==> src/rtl/spi_rb_pkg.sv <==
package spi_rb_pkg;

  typedef enum logic [2:0] {
    ST_IDLE,
    ST_WAIT,
    ST_HIGH,
    ST_LOW,
    ST_TAIL,
    ST_DONE
  } spi_state_e;

  localparam logic [7:0] DUMMY_BYTE = 8'hFF;

endpackage

==> src/rtl/spi_rb_timer.sv <==
module spi_rb_timer #(
  parameter int W = 9
) (
  input  logic         clk,
  input  logic         rst_n,
  input  logic         load,
  input  logic [W-1:0] load_val,
  output logic         expired
);

  logic [W-1:0] cnt_q;
  logic [W-1:0] cnt_d;

  always_comb begin
    cnt_d = cnt_q;
    if (load) begin
      cnt_d = load_val;
    end else if (cnt_q != '0) begin
      cnt_d = cnt_q - 1'b1;
    end
  end

  always_ff @(posedge clk or negedge rst_n) begin
    if (!rst_n) cnt_q <= '0;
    else        cnt_q <= cnt_d;
  end

  assign expired = (cnt_q == '0);

  // a freshly loaded nonzero count is never reported as expired
  a_r3_load_holds: assert property (@(posedge clk) disable iff (!rst_n)
    (load && load_val != '0) |=> !expired);

endmodule

==> src/rtl/spi_rb_shifter.sv <==
module spi_rb_shifter (
  input  logic       clk,
  input  logic       rst_n,
  input  logic       load,
  input  logic [7:0] load_byte,
  input  logic       shift,
  input  logic       miso_bit,
  output logic [7:0] data,
  output logic [7:0] shifted,
  output logic       last_bit
);

  logic [7:0] data_q;
  logic [7:0] data_d;
  logic [2:0] bit_q;
  logic [2:0] bit_d;

  assign shifted = {data_q[6:0], miso_bit};

  always_comb begin
    data_d = data_q;
    bit_d  = bit_q;
    if (load) begin
      data_d = load_byte;
      bit_d  = 3'd0;
    end else if (shift) begin
      data_d = shifted;
      bit_d  = bit_q + 3'd1;
    end
  end

  always_ff @(posedge clk or negedge rst_n) begin
    if (!rst_n) begin
      data_q <= '0;
      bit_q  <= '0;
    end else begin
      data_q <= data_d;
      bit_q  <= bit_d;
    end
  end

  assign data     = data_q;
  assign last_bit = (bit_q == 3'd7);

  // a shift without reload moves the old bit 6 into the MSB position
  a_r4_msb_first: assert property (@(posedge clk) disable iff (!rst_n)
    (shift && !load) |=> (data_q[7] == $past(data_q[6])));

endmodule

==> src/rtl/spi_rb_select.sv <==
module spi_rb_select #(
  parameter int N  = 4,
  parameter int IW = 2
) (
  input  logic          clk,
  input  logic          rst_n,
  input  logic          grab,
  input  logic          drop,
  input  logic [IW-1:0] idx,
  output logic [N-1:0]  ss_n
);

  logic [N-1:0] ss_q;

  for (genvar i = 0; i < N; i++) begin : g_line
    logic line_d;
    always_comb begin
      line_d = ss_q[i];
      if (grab)      line_d = (idx != IW'(i));
      else if (drop) line_d = 1'b1;
    end
    always_ff @(posedge clk or negedge rst_n) begin
      if (!rst_n) ss_q[i] <= 1'b1;
      else        ss_q[i] <= line_d;
    end
  end

  assign ss_n = ss_q;

  // a grab lowers exactly the indexed line
  a_r1_grab_target: assert property (@(posedge clk) disable iff (!rst_n)
    grab |=> (ss_q[$past(idx)] == 1'b0) && ($countones(~ss_q) == 1));

endmodule

==> src/rtl/spi_rb_master.sv <==
module spi_rb_master
  import spi_rb_pkg::*;
#(
  parameter int NUM_SLAVES = 4,
  parameter int HALF_DIV   = 2,
  parameter int WAIT_W     = 8,
  parameter int CNT_W      = 4
) (
  input  logic                          clk,
  input  logic                          rst_n,
  input  logic                          start,
  input  logic [$clog2(NUM_SLAVES)-1:0] slave_idx,
  input  logic [CNT_W-1:0]              byte_count,
  input  logic [WAIT_W-1:0]             wait_len,
  input  logic                          readback_en,
  input  logic [7:0]                    tx_data,
  output logic                          tx_taken,
  output logic [7:0]                    rx_data,
  output logic                          rx_valid,
  output logic                          busy,
  output logic                          sclk,
  output logic                          mosi,
  input  logic                          miso,
  output logic [NUM_SLAVES-1:0]         ss_n
);

  localparam int IDX_W = $clog2(NUM_SLAVES);
  localparam int HW    = $clog2(HALF_DIV + 1);
  localparam int TW    = ((WAIT_W > HW) ? WAIT_W : HW) + 1;
  localparam logic [TW-1:0] HALF_M1 = TW'(HALF_DIV - 1);

  // reset: asynchronous assert, synchronous release
  logic [1:0] rs_q;
  logic       rst_i_n;
  always_ff @(posedge clk or negedge rst_n) begin
    if (!rst_n) rs_q <= 2'b00;
    else        rs_q <= {rs_q[0], 1'b1};
  end
  assign rst_i_n = rs_q[1];

  // state
  spi_state_e       st_q, st_d;
  logic             sclk_q, sclk_d;
  logic [CNT_W-1:0] bytes_q, bytes_d;
  logic             rb_q, rb_d;
  logic             dummy_q, dummy_d;
  logic [7:0]       rxd_q, rxd_d;
  logic             rxv_q, rxv_d;
  logic             take_q, take_d;

  // sub-block controls
  logic          tm_load, tm_exp;
  logic [TW-1:0] tm_val;
  logic          sh_load, sh_shift, sh_last;
  logic [7:0]    sh_val, sh_data, sh_next;
  logic          sel_grab, sel_drop;
  logic          sel_active;

  spi_rb_timer #(.W(TW)) u_timer (
    .clk      (clk),
    .rst_n    (rst_i_n),
    .load     (tm_load),
    .load_val (tm_val),
    .expired  (tm_exp)
  );

  spi_rb_shifter u_shift (
    .clk       (clk),
    .rst_n     (rst_i_n),
    .load      (sh_load),
    .load_byte (sh_val),
    .shift     (sh_shift),
    .miso_bit  (miso),
    .data      (sh_data),
    .shifted   (sh_next),
    .last_bit  (sh_last)
  );

  spi_rb_select #(.N(NUM_SLAVES), .IW(IDX_W)) u_sel (
    .clk   (clk),
    .rst_n (rst_i_n),
    .grab  (sel_grab),
    .drop  (sel_drop),
    .idx   (slave_idx),
    .ss_n  (ss_n)
  );

  // next-state logic
  always_comb begin
    st_d     = st_q;
    sclk_d   = sclk_q;
    bytes_d  = bytes_q;
    rb_d     = rb_q;
    dummy_d  = dummy_q;
    rxd_d    = rxd_q;
    rxv_d    = 1'b0;
    take_d   = 1'b0;
    tm_load  = 1'b0;
    tm_val   = HALF_M1;
    sh_load  = 1'b0;
    sh_val   = tx_data;
    sh_shift = 1'b0;
    sel_grab = 1'b0;
    sel_drop = 1'b0;
    unique case (st_q)
      ST_IDLE: begin
        if (start) begin
          sel_grab = 1'b1;
          sh_load  = 1'b1;
          take_d   = 1'b1;
          tm_load  = 1'b1;
          tm_val   = TW'(wait_len) + HALF_M1;
          bytes_d  = (byte_count == '0) ? CNT_W'(1) : byte_count;
          rb_d     = readback_en;
          dummy_d  = 1'b0;
          st_d     = ST_WAIT;
        end
      end
      ST_WAIT, ST_LOW: begin
        if (tm_exp) begin
          sclk_d  = 1'b1;
          tm_load = 1'b1;
          st_d    = ST_HIGH;
        end
      end
      ST_HIGH: begin
        if (tm_exp) begin
          sclk_d   = 1'b0;
          tm_load  = 1'b1;
          sh_shift = 1'b1;
          st_d     = ST_LOW;
          if (sh_last) begin
            rxv_d = 1'b1;
            rxd_d = sh_next;
            if (bytes_q > CNT_W'(1)) begin
              bytes_d = bytes_q - 1'b1;
              sh_load = 1'b1;
              take_d  = 1'b1;
            end else if (rb_q && !dummy_q) begin
              dummy_d = 1'b1;
              sh_load = 1'b1;
              sh_val  = DUMMY_BYTE;
            end else begin
              st_d = ST_TAIL;
            end
          end
        end
      end
      ST_TAIL: begin
        if (tm_exp) begin
          sel_drop = 1'b1;
          st_d     = ST_DONE;
        end
      end
      ST_DONE: st_d = ST_IDLE;
      default: st_d = ST_IDLE;
    endcase
  end

  // registers
  always_ff @(posedge clk or negedge rst_i_n) begin
    if (!rst_i_n) begin
      st_q    <= ST_IDLE;
      sclk_q  <= 1'b0;
      bytes_q <= '0;
      rb_q    <= 1'b0;
      dummy_q <= 1'b0;
      rxd_q   <= '0;
      rxv_q   <= 1'b0;
      take_q  <= 1'b0;
    end else begin
      st_q    <= st_d;
      sclk_q  <= sclk_d;
      bytes_q <= bytes_d;
      rb_q    <= rb_d;
      dummy_q <= dummy_d;
      rxd_q   <= rxd_d;
      rxv_q   <= rxv_d;
      take_q  <= take_d;
    end
  end

  assign sel_active = ~&ss_n;
  assign busy       = (st_q != ST_IDLE);
  assign sclk       = sclk_q;
  assign mosi       = sel_active & sh_data[7];
  assign rx_data    = rxd_q;
  assign rx_valid   = rxv_q;
  assign tx_taken   = take_q;

  // a select line is low only inside a transaction
  a_r1_sel_busy: assert property (@(posedge clk) disable iff (!rst_i_n)
    sel_active |-> busy);

  // no clock edge during the select-to-clock wait
  a_r2_wait_quiet: assert property (@(posedge clk) disable iff (!rst_i_n)
    (st_q == ST_WAIT) |-> !sclk);

  // serial clock idles low
  a_r3_idle_low: assert property (@(posedge clk) disable iff (!rst_i_n)
    !busy |-> !sclk);

  // MOSI held across each rising edge
  a_r4_mosi_stable: assert property (@(posedge clk) disable iff (!rst_i_n)
    $rose(sclk) |-> $stable(mosi));

  // a received byte is reported together with a falling edge
  a_r5_valid_fall: assert property (@(posedge clk) disable iff (!rst_i_n)
    rx_valid |-> $fell(sclk));

  // busy clears only after select has already been high for a cycle
  a_r8_busy_after_release: assert property (@(posedge clk) disable iff (!rst_i_n)
    $fell(busy) |-> (&ss_n && $past(&ss_n)));

  // the selection of a running transaction does not move
  a_r9_sel_stable: assert property (@(posedge clk) disable iff (!rst_i_n)
    (sel_active && $past(sel_active)) |-> $stable(ss_n));

endmodule

==> config.mk <==
export PLATFORM = sky130hd
export DESIGN_NAME = spi_rb_master
export DESIGN_NICKNAME = d
export VERILOG_FILES = /design/src/rtl/spi_rb_pkg.sv /design/src/rtl/spi_rb_timer.sv /design/src/rtl/spi_rb_shifter.sv /design/src/rtl/spi_rb_select.sv /design/src/rtl/spi_rb_master.sv
export SDC_FILE = /design/constraint.sdc
export NUM_CORES = 1
export LEC_CHECK = 0
export BUFFER_PORTS_ARGS = -buffer_cell sky130_fd_sc_hd__buf_2
export CAP_MARGIN = 40
export CORE_MARGIN = 1
export CORE_UTILIZATION = 53
export DETAILED_ROUTE_END_ITERATION = 7
export GPL_ROUTABILITY_DRIVEN = 1
export PLACE_DENSITY = 0.78
export SLEW_MARGIN = 20
export SYNTH_ARGS = -nofsm -noshare
export SYNTH_HDL_FRONTEND = slang
export SYNTH_SLANG_ARGS = --single-unit
==> constraint.sdc <==
create_clock -name clk -period 1.75 [get_ports clk]
set_clock_uncertainty 0.15 [all_clocks]
set_input_delay 0.35 -clock clk [delete_from_list [all_inputs] [get_ports clk]]
set_output_delay 0.35 -clock clk [all_outputs]
set_load 0.01 [all_outputs]
==> results of run 1 <==
## cells in the mapped netlist, drive strengths merged, types with 4 or more instances
master / instances / area [um2]
inv: 6 / 22.52
clkbuf: 10 / 37.54
mux2i: 16 / 160.2
xnor2: 5 / 43.79
ha: 6 / 75.07
nor4: 4 / 31.28
xor2: 6 / 52.55
o22ai: 4 / 25.02
nor2: 11 / 41.29
dfrtp: 42 / 1051
dfstp: 4 / 105.1
nor3: 11 / 66.32
nand3: 11 / 55.05
a21oi: 16 / 83.83
nand2: 18 / 67.56
buf: 4 / 41.29
mux2: 9 / 101.4
o21ai: 11 / 55.05
## state kept, by name, indices dropped and copies added (netlist names)
signal         count
rx_valid           1
u_shift.data       8
sclk               1
u_shift.bit_q      3
u_timer.cnt_q      9
rs_q               2
dummy_q            1
rb_q               1
tx_taken           1
bytes_q            4
rx_data            8
st_q               3
u_sel.ss_n         4
## per-layer routing
| metal | track usage, % | up-vias | part of all wire, % | wire [um] |
|---|---|---|---|---|
| met5 | 0 | - | 0 | 0 |
| met4 | 15.33 | 0 | 3.3 | 305 |
| met3 | 6.980 | 33 | 7.9 | 731 |
| met2 | 52.88 | 195 | 50 | 4624 |
| met1 | 41.90 | 1324 | 39 | 3563 |
| li1 | - | 1109 | - | - |
## worst max path at each step
stage                     startpoint          to  slack [ps]  depth (start not counted)
floorplan           u_timer.cnt_q[0]  rx_data[6]        -610                          7
global placement    u_timer.cnt_q[1]  bytes_q[3]        -550                          6
detailed placement  u_shift.bit_q[1]  rx_data[3]        -570                          7
CTS                 u_shift.bit_q[1]  rx_data[4]        -570                          8
global route        u_shift.bit_q[1]  bytes_q[3]        -690                          7
finish              u_shift.bit_q[0]  bytes_q[3]        -640                          7
## area by class of cell
cell class / count / area [um2] / share of cell area (%)
multi-input cells: 178 / 1617 / 41.74
flip-flops and latches: 46 / 1159 / 29.92
repair buffers: 112 / 899.6 / 23.23
clock buffers: 6 / 72.57 / 1.874
well taps: 52 / 65.06 / 1.680
clock inverters: 2 / 37.54 / 0.9693
inverters: 6 / 22.52 / 0.5816
## critical path, delay by kind of cell, from the launching register on
family | cells | cell delay [ps]
simple gates | 1 | 470
fa+ha+maj | 2 | 350
compound gates | 3 | 720
buf+inv | 1 | 170
flops | 1 | 400
## power breakdown
group / switching (mW) / internal [mW] / total, mW
Combinational: 1.36 / 1.35 / 2.71
Clock: 0.386 / 0.427 / 0.813
Sequential: 0.309 / 1.43 / 1.74
## kinds of logic (layout without fill, tap and decap cells)
group / count (synthesis) / after routing / synth area share (%)
flops: 46 / 46 / 45.95
simple gates: 81 / 81 / 18.60
mux: 25 / 25 / 10.39
xor+xnor: 11 / 11 / 3.829
other cells: 1 / 1 / 0.1490
buf+inv: 20 / 126 / 4.028
fa+ha+maj: 6 / 6 / 2.984
compound gates: 54 / 54 / 14.07
## repair_timing
item	in CTS	in global routing
endpoints found under the hold margin	2	0
pin swaps	25	16
endpoints found under the setup margin	42	45
gates cloned	2	1
resized for setup	54	41
setup buffers	13	14
hold buffers	1	0
==> reports/metrics.cfg, run 1 <==
[status]
status = finished, violations left
violations = negative setup slack

[worst_hold_path]
hold_end = u_sel.ss_n[1]
hold_path_depth = 2
min_from = slave_idx[0]
hp-class = input port to register

[global_route]
grt_antenna_before_repair = 0
grtUsageTotal_pct = 32.54
grt_pass1_vias = 2475
gr-total-overflow = 0
grt_max_degree = 45
grt_pass1_wl_um = 12380

[place]
port_buffers = 43
place_hpwl_um = 4140
placed_cells = 368
placed_cell_area_um2 = 3120
gp_congestion = 0.8119
place_ws_ps = -567.0

[timing]
finalCritPeriodShare_pct = 136.3
finalSetupViolCount = 45
rsz0062_at_grt = yes
hold_ws_ps = 78.52
setup_slack_ps = -635.6
tns_ps = -18750
finalHoldViolations = 0
period_needed_ps = 2386
drv_slew = 0
tightest_slew_ps = 529.6
slew_headroom_pct = 64.62
max_freq_mhz = 419.2

[final_layout]
post-route-util_pct = 87.13
diodes = 0
area_growth_pct = 53.90
fill_cells = 212
drive_above_1_share_pct = 53.43
layout_commonest_cell = buf_4
final_cell_mix = buf_4 (46), buf_2 (43), dfrtp_1 (40), mux2i_1 (16), buf_6 (13)
postLayoutCellArea_um2 = 3872
final_cells = 402
nNetsFinal = 382

[die]
io_pins = 44
die_w_um = 70.90
die_h_um = 70.90
initial_core_util_pct = 56.62
coreArea_um2 = 4444
rows = 24
die_area_um2 = 5027

[flow_run]
drv_cap = 0

[route]
via_per_inst = 6.619
wl_per_cell_um = 22.95
drt_pass1_iterations = 7
drt_first_iter_violations = 237
vias = 2661
drcViolationCount = 0
wl_um = 9225
ant_nets = 0

[logic_synthesis]
yosys_warnings = 0
post_synth_inst_count = 244
synth-seq-area-share_pct = 45.95
synthesis.nets = 277
synthArstFlopShare_pct = 100.0
ys.flop_type = dfrtp_1
synth_area_um2 = 2516
synth.distinct_cells = 59
synth_area_per_cell_um2 = 10.31
synth-seq-cells = 46
synth_edf_count = 0

[cts]
clockBufferDepth = 2
clkTransAtPathRegs_ps = 100
cts_tree = built
numCtsBuffers = 5
cts.sinks = 46
clock_latency_ps = 310
cts_max_level = 2
root_buffer = clkbuf_8

[worst_setup_path]
cp.arrival_ps = 2430
r2r_cells = 7
critical_path.max_fanout = 3
worstPathRequired_ps = 1790
r2r_slack_ps = -640
crit_slowest_cell = or4bb_4
reg2reg_to = bytes_q[3]
worst_setup_path_end_kind = register
max_stage_delay_ps = 470
path_cells = ha_2, ha_4, or4bb_4, buf_4, a2111oi_4, o21ai_1, a22o_1
crit_path_start_kind = register
regToRegStartpoint = u_shift.bit_q[0]
critPathKind = register to register

[pwr]
leakagePower_nw = 1.817
p_per_area_nw_per_um2 = 1358
ir_worst_vdd_v = 0.001093
power_mw = 5.261

No activity file was read; power rests on OpenSTA's default activity.
==> inputs of run 2 (changes only) <==
--- a/config.mk
+++ b/config.mk
@@ -11,7 +11,7 @@
 export CORE_UTILIZATION = 53
 export DETAILED_ROUTE_END_ITERATION = 7
 export GPL_ROUTABILITY_DRIVEN = 1
-export PLACE_DENSITY = 0.78
+export PLACE_DENSITY = 0.83
 export SLEW_MARGIN = 20
 export SYNTH_ARGS = -nofsm -noshare
 export SYNTH_HDL_FRONTEND = slang
==> run 2 against run 1 <==
Compared with the run above: the flow still finishes with violations (negative setup slack); register-to-register slack better by 70 ps; die area did not move; non-clock buffer count is 12 higher; critical path type unchanged.
==> reports/metrics.cfg, run 2 (same netlist as run 1, synthesis figures left out) <==
[status]
status = finished, violations left
violations = negative setup slack

[die]
die_w_um = 70.90
rows = 24
coreArea_um2 = 4444
io_pins = 44
initial_core_util_pct = 56.62
die_area_um2 = 5027
die_h_um = 70.90

[route]
via_per_inst = 6.617
wl_um = 9906
vias = 2746
drt_pass1_iterations = 7
drcViolationCount = 0
wl_per_cell_um = 23.87
drt_first_iter_violations = 298
ant_nets = 0

[timing]
max_freq_mhz = 432.7
rsz0062_at_grt = yes
period_needed_ps = 2311
setup_slack_ps = -560.8
tightest_slew_ps = 550.7
finalHoldViolations = 0
drv_slew = 0
slew_headroom_pct = 63.29
finalSetupViolCount = 45
finalCritPeriodShare_pct = 132.0
hold_ws_ps = 78.05

[place]
gp_congestion = 0.8315
placed_cell_area_um2 = 3110
place_hpwl_um = 4215
port_buffers = 43

[worst_hold_path]
hp-class = input port to register

[worst_setup_path]
reg2reg_to = bytes_q[1]
crit_path_start_kind = register
startpoint = u_timer.cnt_q[1]
worstPathRequired_ps = 1800
regToRegStartpoint = u_timer.cnt_q[1]
critPathKind = register to register
cp.arrival_ps = 2360
critical_path.max_fanout = 4
worst_setup_path_end_kind = register
r2r_slack_ps = -560
r2r_cells = 6
endpoint = bytes_q[1]

[flow_run]
drv_cap = 0

[final_layout]
nNetsFinal = 395
drive_above_1_share_pct = 55.92
diodes = 0
regMostFlops = u_timer.cnt_q
postLayoutCellArea_um2 = 3925
layout_commonest_cell = buf_4
final_cell_mix = buf_4 (60), buf_2 (44), dfrtp_1 (40), mux2i_1 (16)
area_growth_pct = 55.99
post-route-util_pct = 88.32
largest_reg_flops = 9

[global_route]
gr-total-overflow = 0
grtUsageTotal_pct = 31.74
grt_pass1_vias = 2461
grt_max_degree = 45
grt_antenna_before_repair = 0
grt_pass1_wl_um = 12130

[pwr]
power_mw = 5.300
leakagePower_nw = 1.852
ir_worst_vdd_v = 0.001050
p_per_area_nw_per_um2 = 1350

[cts]
cts.sinks = 46
clockBufferDepth = 2
numCtsBuffers = 5
cts_max_level = 2
clkTransAtPathRegs_ps = 100
root_buffer = clkbuf_8
clock_latency_ps = 320
cts_tree = built

run 2: what timing repair did:
action	CTS	global route
buffers inserted	8	27
pin swaps	16	28
hold buffers	1	0
cloned	1	3
resized for setup	38	55
setup endpoints to repair	43	45
endpoints found under the hold margin	2	0
run 2: through the flow:
step	setup WS, ps	TNS, ps	cells
CTS	-484.9	-12540	387
detailed placement	-654.0	-16340	370
finish	-560.8	-18500	415
global route	-580.4	-20110	415
global placement	-553.3	-14400	370
floorplan	-608.4	-13700	244
run 2: worst min-delay path by stage:
stage | from | end | slack (ps) | cells past startpoint
final | slave_idx[0] | u_sel.ss_n[1] | 80 | 2
after global routing | slave_idx[0] | u_sel.ss_n[1] | 60 | 2
after CTS | slave_idx[0] | u_sel.ss_n[1] | 60 | 2
after detailed placement | rst_n | rs_q[0] | -10 | 1
after global placement | rst_n | rs_q[0] | -20 | 1
after floorplan | rst_n | rs_q[0] | -100 | 0
run 2: final cells by class:
type                       instances  area (um2)
multi-input combinational        179        1642
sequential                        46        1159
timing repair buffer             124       950.9
fill                             184       519.2
clock buffer                       6       72.57
tap                               52       65.06
inverter                           6       22.52
clock inverter                     2       13.76
run 2: routing by layer:
metal  track usage [%]  share of wire [%]
met4             17.56                6.2
met1             39.21                 39
met5                 0                  0
met2             52.99                 47
met3             5.698                7.8
run 2: power breakdown:
part,internal [mW],switching [mW],total (mW)
Clock,0.283,0.395,0.678
Sequential,1.43,0.297,1.73
Combinational,1.43,1.46,2.90
Total,3.15,2.15,5.30
run 2: critical path, stage by stage, from the launching register on:
cell      delay, ps
dfrtp_1         420
inv_2           100
ha_4            140
or4b_4          510
a2111o_1        450
nand2_2         120
mux2_4          300
